File: src/rtl/mramp_pkg.sv
// Shared types for the multiple-ramp conversion sequencer.
// Assumes: mode bit 1 selects single-slope, bit 0 selects companding.
package mramp_pkg;
    typedef enum logic [1:0] {
        ST_IDLE   = 2'd0,
        ST_COARSE = 2'd1,
        ST_FINE   = 2'd2
    } seq_state_t;

    localparam int MODE_SINGLE_BIT = 1;
    localparam int MODE_COMP_BIT   = 0;
endpackage

File: src/rtl/mramp_ctrl.sv
// Phase sequencer: owns the shared counter, the phase state and the done pulse.
// Assumes: start_i is only acted on in idle; mode_i is captured with it.
module mramp_ctrl
    import mramp_pkg::*;
#(
    parameter int NRAMP   = 8,
    parameter int FINE_W  = 8,
    parameter int STORE_W = 10
) (
    input  logic               clk,
    input  logic               rst_n,
    input  logic               start_i,
    input  logic [1:0]         mode_i,
    output logic [STORE_W-1:0] cnt_o,
    output logic               in_coarse_o,
    output logic               in_fine_o,
    output logic               force_o,
    output logic               done_o,
    output logic               arm_coarse_o,
    output logic               arm_fine_o,
    output logic               arm_single_o,
    output logic               commit_o
);
    localparam int CNT_W = STORE_W;
    localparam logic [CNT_W-1:0] COARSE_LAST = CNT_W'(NRAMP - 1);
    localparam logic [CNT_W-1:0] EQ_LAST     = CNT_W'(2 ** (FINE_W - 1) - 1);
    localparam logic [CNT_W-1:0] COMP_LAST   = CNT_W'(2 ** (FINE_W - 2) - 1);
    localparam logic [CNT_W-1:0] SS_LAST     = CNT_W'(2 ** STORE_W - 1);

    seq_state_t       state_q;
    logic [CNT_W-1:0] cnt_q;
    logic [1:0]       mode_q;
    logic             done_q;
    logic [CNT_W-1:0] fine_last;
    logic             accept;
    logic             coarse_end;

    // Pick the last fine count from the captured mode.
    always_comb begin
        if (mode_q[MODE_SINGLE_BIT])    fine_last = SS_LAST;
        else if (mode_q[MODE_COMP_BIT]) fine_last = COMP_LAST;
        else                            fine_last = EQ_LAST;
    end

    assign accept     = (state_q == ST_IDLE) && start_i;
    assign coarse_end = (state_q == ST_COARSE) && (cnt_q == COARSE_LAST);
    assign commit_o   = (state_q == ST_FINE) && (cnt_q == fine_last);

    // Phase state, counter, mode capture and done pulse.
    always_ff @(posedge clk) begin
        if (!rst_n) begin
            state_q <= ST_IDLE;
            cnt_q   <= '0;
            mode_q  <= '0;
            done_q  <= 1'b0;
        end else begin
            done_q <= 1'b0;
            case (state_q)
                ST_IDLE: begin
                    if (start_i) begin
                        mode_q  <= mode_i;
                        cnt_q   <= '0;
                        state_q <= mode_i[MODE_SINGLE_BIT] ? ST_FINE : ST_COARSE;
                    end
                end
                ST_COARSE: begin
                    if (coarse_end) begin
                        cnt_q   <= '0;
                        state_q <= ST_FINE;
                    end else begin
                        cnt_q <= cnt_q + 1'b1;
                    end
                end
                ST_FINE: begin
                    if (commit_o) begin
                        cnt_q   <= '0;
                        state_q <= ST_IDLE;
                        done_q  <= 1'b1;
                    end else begin
                        cnt_q <= cnt_q + 1'b1;
                    end
                end
                default: state_q <= ST_IDLE;
            endcase
        end
    end

    assign cnt_o        = cnt_q;
    assign in_coarse_o  = (state_q == ST_COARSE);
    assign in_fine_o    = (state_q == ST_FINE);
    assign force_o      = in_coarse_o || (in_fine_o && mode_q[MODE_SINGLE_BIT]);
    assign done_o       = done_q;
    assign arm_coarse_o = accept && !mode_i[MODE_SINGLE_BIT];
    assign arm_fine_o   = (accept && mode_i[MODE_SINGLE_BIT]) || coarse_end;
    assign arm_single_o = (state_q == ST_IDLE) ? mode_i[MODE_SINGLE_BIT]
                                               : mode_q[MODE_SINGLE_BIT];
endmodule

File: src/rtl/mramp_col.sv
// One column: edge detect on its comparator, first-edge capture per pass,
// and the ramp address it presents. Assumes arm pulses precede each pass.
module mramp_col #(
    parameter int SEL_W   = 3,
    parameter int FINE_W  = 8,
    parameter int STORE_W = 10
) (
    input  logic               clk,
    input  logic               rst_n,
    input  logic               cmp_i,
    input  logic               arm_coarse_i,
    input  logic               arm_fine_i,
    input  logic               arm_single_i,
    input  logic               in_coarse_i,
    input  logic               in_fine_i,
    input  logic               force_i,
    input  logic [STORE_W-1:0] cnt_i,
    output logic [SEL_W-1:0]   coarse_o,
    output logic [STORE_W-1:0] fine_next_o,
    output logic [SEL_W-1:0]   ramp_sel_o
);
    localparam logic [STORE_W-1:0] FINE_FULL =
        {{(STORE_W - FINE_W){1'b0}}, {FINE_W{1'b1}}};

    logic               cmp_q;
    logic               rise;
    logic [SEL_W-1:0]   coarse_q;
    logic               coarse_hit_q;
    logic [STORE_W-1:0] fine_q;
    logic               fine_hit_q;
    logic               fine_take;

    assign rise      = cmp_i && !cmp_q;
    assign fine_take = in_fine_i && rise && !fine_hit_q;

    // Previous comparator level for rising-edge detection.
    always_ff @(posedge clk) begin
        if (!rst_n) cmp_q <= 1'b0;
        else        cmp_q <= cmp_i;
    end

    // Coarse code: preset to full scale, take the first edge in the pass.
    always_ff @(posedge clk) begin
        if (!rst_n) begin
            coarse_q     <= '0;
            coarse_hit_q <= 1'b0;
        end else if (arm_coarse_i) begin
            coarse_q     <= '1;
            coarse_hit_q <= 1'b0;
        end else if (arm_fine_i && arm_single_i) begin
            coarse_q     <= '0;
            coarse_hit_q <= 1'b1;
        end else if (in_coarse_i && rise && !coarse_hit_q) begin
            coarse_q     <= cnt_i[SEL_W-1:0];
            coarse_hit_q <= 1'b1;
        end
    end

    // Fine code: preset to the full scale of the pass, take the first edge.
    always_ff @(posedge clk) begin
        if (!rst_n) begin
            fine_q     <= '0;
            fine_hit_q <= 1'b0;
        end else if (arm_fine_i) begin
            fine_q     <= arm_single_i ? '1 : FINE_FULL;
            fine_hit_q <= 1'b0;
        end else if (fine_take) begin
            fine_q     <= cnt_i;
            fine_hit_q <= 1'b1;
        end
    end

    assign coarse_o    = coarse_q;
    assign fine_next_o = fine_take ? cnt_i : fine_q;
    assign ramp_sel_o  = force_i ? '0 : coarse_q;
endmodule

File: src/rtl/mramp_bank.sv
// Two result banks: one is written on commit, the other is read.
// Assumes commit_i is a single-cycle pulse; the pointer flips with it.
module mramp_bank #(
    parameter int NCOL    = 4,
    parameter int SEL_W   = 3,
    parameter int STORE_W = 10,
    parameter int COL_W   = $clog2(NCOL)
) (
    input  logic                    clk,
    input  logic                    rst_n,
    input  logic                    commit_i,
    input  logic [NCOL*SEL_W-1:0]   coarse_i,
    input  logic [NCOL*STORE_W-1:0] fine_i,
    input  logic [COL_W-1:0]        rd_col_i,
    output logic [SEL_W-1:0]        rd_coarse_o,
    output logic [STORE_W-1:0]      rd_fine_o
);
    logic [SEL_W-1:0]   co_mem [2][NCOL];
    logic [STORE_W-1:0] fi_mem [2][NCOL];
    logic               wr_q;

    // Write the active bank on commit and hand it to the reader.
    always_ff @(posedge clk) begin
        if (!rst_n) begin
            wr_q <= 1'b0;
            for (int b = 0; b < 2; b++) begin
                for (int c = 0; c < NCOL; c++) begin
                    co_mem[b][c] <= '0;
                    fi_mem[b][c] <= '0;
                end
            end
        end else if (commit_i) begin
            wr_q <= !wr_q;
            for (int c = 0; c < NCOL; c++) begin
                co_mem[wr_q][c] <= coarse_i[c*SEL_W +: SEL_W];
                fi_mem[wr_q][c] <= fine_i[c*STORE_W +: STORE_W];
            end
        end
    end

    // Read port on the bank not being written.
    always_comb begin
        rd_coarse_o = co_mem[!wr_q][rd_col_i];
        rd_fine_o   = fi_mem[!wr_q][rd_col_i];
    end
endmodule

File: src/rtl/mramp_seq.sv
// Top: multiple-ramp column conversion sequencer with NCOL columns.
// Assumes NRAMP is a power of two and comparators are synchronous to clk.
module mramp_seq #(
    parameter int  NCOL    = 4,
    parameter int  NRAMP   = 8,
    parameter int  FINE_W  = 8,
    parameter int  STORE_W = 10,
    localparam int SEL_W   = $clog2(NRAMP),
    localparam int COL_W   = $clog2(NCOL)
) (
    input  logic                  clk,
    input  logic                  rst_n,
    input  logic                  start_i,
    input  logic [1:0]            mode_i,
    input  logic [NCOL-1:0]       cmp_i,
    input  logic [COL_W-1:0]      rd_col_i,
    output logic [STORE_W-1:0]    count_o,
    output logic                  phase_coarse_o,
    output logic                  phase_fine_o,
    output logic                  force_zero_o,
    output logic                  busy_o,
    output logic                  done_o,
    output logic [NCOL*SEL_W-1:0] ramp_sel_o,
    output logic [SEL_W-1:0]      rd_coarse_o,
    output logic [STORE_W-1:0]    rd_fine_o
);
    logic                    arm_coarse;
    logic                    arm_fine;
    logic                    arm_single;
    logic                    commit;
    logic [NCOL*SEL_W-1:0]   coarse_all;
    logic [NCOL*STORE_W-1:0] fine_all;

    mramp_ctrl #(.NRAMP(NRAMP), .FINE_W(FINE_W), .STORE_W(STORE_W)) u_ctrl (
        .clk          (clk),
        .rst_n        (rst_n),
        .start_i      (start_i),
        .mode_i       (mode_i),
        .cnt_o        (count_o),
        .in_coarse_o  (phase_coarse_o),
        .in_fine_o    (phase_fine_o),
        .force_o      (force_zero_o),
        .done_o       (done_o),
        .arm_coarse_o (arm_coarse),
        .arm_fine_o   (arm_fine),
        .arm_single_o (arm_single),
        .commit_o     (commit)
    );

    for (genvar c = 0; c < NCOL; c++) begin : g_col
        mramp_col #(.SEL_W(SEL_W), .FINE_W(FINE_W), .STORE_W(STORE_W)) u_col (
            .clk          (clk),
            .rst_n        (rst_n),
            .cmp_i        (cmp_i[c]),
            .arm_coarse_i (arm_coarse),
            .arm_fine_i   (arm_fine),
            .arm_single_i (arm_single),
            .in_coarse_i  (phase_coarse_o),
            .in_fine_i    (phase_fine_o),
            .force_i      (force_zero_o),
            .cnt_i        (count_o),
            .coarse_o     (coarse_all[c*SEL_W +: SEL_W]),
            .fine_next_o  (fine_all[c*STORE_W +: STORE_W]),
            .ramp_sel_o   (ramp_sel_o[c*SEL_W +: SEL_W])
        );
    end

    mramp_bank #(.NCOL(NCOL), .SEL_W(SEL_W), .STORE_W(STORE_W)) u_bank (
        .clk         (clk),
        .rst_n       (rst_n),
        .commit_i    (commit),
        .coarse_i    (coarse_all),
        .fine_i      (fine_all),
        .rd_col_i    (rd_col_i),
        .rd_coarse_o (rd_coarse_o),
        .rd_fine_o   (rd_fine_o)
    );

    assign busy_o = phase_coarse_o || phase_fine_o;
endmodule

File: config.mk
export PLATFORM = sky130hd
export DESIGN_NAME = mramp_seq
export DESIGN_NICKNAME = d
export VERILOG_FILES = /design/src/rtl/mramp_pkg.sv /design/src/rtl/mramp_ctrl.sv /design/src/rtl/mramp_col.sv /design/src/rtl/mramp_bank.sv /design/src/rtl/mramp_seq.sv
export SDC_FILE = /design/constraint.sdc
export NUM_CORES = 1
export LEC_CHECK = 0
export CAP_MARGIN = 25
export CORE_MARGIN = 2
export CORE_UTILIZATION = 60
export CTS_CLUSTER_DIAMETER = 200
export DETAILED_ROUTE_END_ITERATION = 6
export PLACE_DENSITY = 0.8
export SYNTH_ARGS = -nofsm -noshare
export SYNTH_HDL_FRONTEND = slang
export SYNTH_HIERARCHICAL = 1
export SYNTH_SLANG_ARGS = --single-unit
export TNS_END_PERCENT = 10
File: constraint.sdc
create_clock -name clk -period 8.3 [get_ports clk]
set_clock_uncertainty 0.1 [all_clocks]
set_input_delay 1.66 -clock clk [delete_from_list [all_inputs] [get_ports clk]]
set_output_delay 1.66 -clock clk [all_outputs]
set_load 0.03 [all_outputs]
==> impl_metrics.json <==
{
  "status": "completed",
  "synth_top_area_share": 0.367,
  "wl_per_cell_um": 21.6,
  "ir_drop_mv": 0.137,
  "min_from": "u_ctrl/mode_q[0]$_SDFFE_PN0P_",
  "ios": 51,
  "die_area_sq_um": 15100,
  "p_total_mw": 2.21,
  "globalRouteOverflowTotal": 0,
  "async_reset_ff_frac": 0,
  "drt_iter0_drc": 472,
  "grt_pass1_vias": 5169,
  "root_buffer": "clkbuf_16",
  "synth_area_sq_um": 8500,
  "ys_top_cells_by_area": "edfxtp_1 (37%), dfxtp_1 (19%), mux2_4 (6.4%)",
  "layout_min_cycle_time_ns": 5.73,
  "synth-edff-count": 104,
  "cts_tree": "done",
  "crit_arrival_ns": 3.97,
  "initial_core_util": 0.612,
  "place.gp.congestion": 0.819,
  "die_x_um": 123,
  "postCtsSetupBuffers": 0,
  "numPortBuffers": 50,
  "synth_nets": 641,
  "whs_endpoint": "u_ctrl/mode_q[0]$_SDFFE_PN0P_",
  "syn_to_final_growth_pct": 14.8,
  "p_leak_nw": 3.78,
  "rows": 43,
  "crit_required_ns": 6.54,
  "nets": 681,
  "multi_input_area_sq_um": 3540,
  "yosysTopAreaCell": "edfxtp_1",
  "yosysWarnings": 6,
  "core_sq_um": 13900,
  "synth_ff_type": "edfxtp_1",
  "ctsHoldBuffers": 0,
  "worstSetupStartpointType": "input pin",
  "end_kind": "primary output",
  "ys_ff_latch": 184,
  "finalHoldViolCount": 0,
  "r2r-end": "u_bank/fi_mem[1][11]$_DFFE_PP_",
  "fillers": 924,
  "slew_viol_final": 0,
  "cp_max_fo": 15,
  "path_clk_slew_ns": 0.06,
  "post-route-drc-count": 0,
  "worst_hold_path_type": "flip-flop to flip-flop",
  "antenna_found_initial": 0,
  "maxCapViolations": 0,
  "grt_start_max_net_pins": 105,
  "final-setup-viol-count": 0,
  "worstSetupStartpoint": "rd_col_i[1]",
  "first_pass_iters": 5,
  "drive_above_1_share": 0.177,
  "seqCellArea_sq_um": 4730,
  "hold_slack_ns": 0.385,
  "vias": 5196,
  "via_per_inst": 6.05,
  "dp_hpwl_um": 11600,
  "wl_um": 18600,
  "grt_pass1_wl_um": 28800,
  "slew-limit-headroom": 0.339,
  "powerDensity_nw_per_um2": 226,
  "netlist_instances": 626,
  "cts.repair.resized": 0,
  "tns_ns": 0,
  "fin_crit_sh": 0.691,
  "syn_area_per_cell_sq_um": 13.6,
  "clockBufferDepth": 2,
  "synth_seq_area_share": 0.556,
  "placed_area_sq_um": 9090,
  "hold_path_depth": 2,
  "crit_type": "input pin to primary output",
  "synth_cell_types": 55,
  "fmax_mhz": 174,
  "worst_pin_slew_ns": 0.992,
  "clock-sinks": 184,
  "reg2reg_slack_ns": 4.17,
  "htreeDepth": 4,
  "fin_util": 0.703,
  "postRouteAntennaNets": 0,
  "insertion_delay_ns": 0.43,
  "cts_buffers": 17,
  "final_area_sq_um": 9760,
  "die_h_um": 123,
  "antennaDiodeCount": 0,
  "track_usage": 0.258,
  "timing.rr.start": "u_ctrl/cnt_o[0]$_SDFFE_PN0P_",
  "r2r_cells": 9,
  "rsz0062_at_grt": "false",
  "synth_most_common_cell": "edfxtp_1",
  "synth_commonest_cells": "edfxtp_1 (104), dfxtp_1 (80), and2_1 (59)"
}
per-stage QoR:
stage          setup slack [ns]  instances
2_1_floorplan              2.03        626
3_3_place_gp               2.37        824
3_5_place_dp               2.23        825
4_1_cts                    2.23        857
5_1_grt                    2.49        859
6_report                   2.57        859
layout make-up:
class,count,share of cell area
timing repair buffer,60,0.0618
multi-input combinational,393,0.362
clock buffer,19,0.0443
inverter,10,0.00384
tap,180,0.0231
clock inverter,13,0.0205
sequential,184,0.484
worst max path at each step:
stage | slack, ns | depth (start not counted) | endpoint
6_report | 2.57 | 5 | rd_fine_o[9]
5_1_grt | 2.49 | 5 | rd_coarse_o[2]
4_1_cts | 2.23 | 4 | rd_fine_o[6]
3_5_place_dp | 2.23 | 4 | rd_fine_o[6]
3_3_place_gp | 2.37 | 4 | rd_coarse_o[2]
2_1_floorplan | 2.03 | 8 | u_bank/co_mem[0][0]$_SDFFCE_PN0P_
where the power goes:
group | internal, mW | leakage (nW) | total [mW] | switching, mW
sequential | 1.02 | 1.64 | 1.05 | 0.0260
clock | 0.533 | 0.311 | 0.874 | 0.341
combinational | 0.128 | 1.83 | 0.287 | 0.160
total | 1.68 | 3.78 | 2.21 | 0.526
cell usage in the layout, fill, tap and decap left out, drive strengths merged, types with 10 or more instances in the layout:
master | Yosys | layout
nor2b | 13 | 13
dfxtp | 80 | 80
and3 | 54 | 54
edfxtp | 104 | 104
buf | 11 | 11
mux2 | 54 | 54
and2 | 60 | 60
o21a | 35 | 35
clkbuf | 28 | 19
mux2i | 13 | 13
o21ai | 22 | 22
clkdlybuf4s50 | 0 | 49
mux4 | 26 | 26
inv | 9 | 11
nand2 | 27 | 27
a21oi | 10 | 10
routing by layer:
| layer | part of all wire | track usage | up-vias |
|---|---|---|---|
| met5 | 0 | 0 | - |
| met4 | 0.017 | 0.0859 | 0 |
| met3 | 0.056 | 0.0521 | 25 |
| met2 | 0.50 | 0.424 | 167 |
| met1 | 0.43 | 0.346 | 2584 |
| li1 | - | - | 2420 |
worst max-delay path, stage by stage:
cell and delay (ns):
clkdlybuf4s50_1 0.83, buf_8 0.25, mux4_2 0.32, mux2_2 0.30, clkdlybuf4s50_1 0.61
registers in the layout (all words and copies together), names as in the netlist:
signal / cells
u_ctrl/cnt_o: 10
u_ctrl/state_q: 2
u_ctrl/done_o: 1
g_col.u_col/coarse_o: 12
u_bank/co_mem: 24
g_col.u_col/fine_hit_q: 4
g_col.u_col/cmp_q: 4
u_bank/fi_mem: 80
u_bank/wr_q: 1
g_col.u_col/fine_q: 40
u_ctrl/mode_q: 2
g_col.u_col/coarse_hit_q: 4
logic make-up after synthesis:
logic type               count (synthesis)  synth area share
AO/OA/AOI/OAI                           91            0.0783
adder cells (fa/ha/maj)                  4           0.00589
flip-flops                             184             0.556
XOR/XNOR                                 6           0.00618
buffers and inverters                   49            0.0294
multiplexers                            93             0.179
AND/OR/NAND/NOR                        199             0.145
No activity file was read; power rests on OpenSTA's default activity.
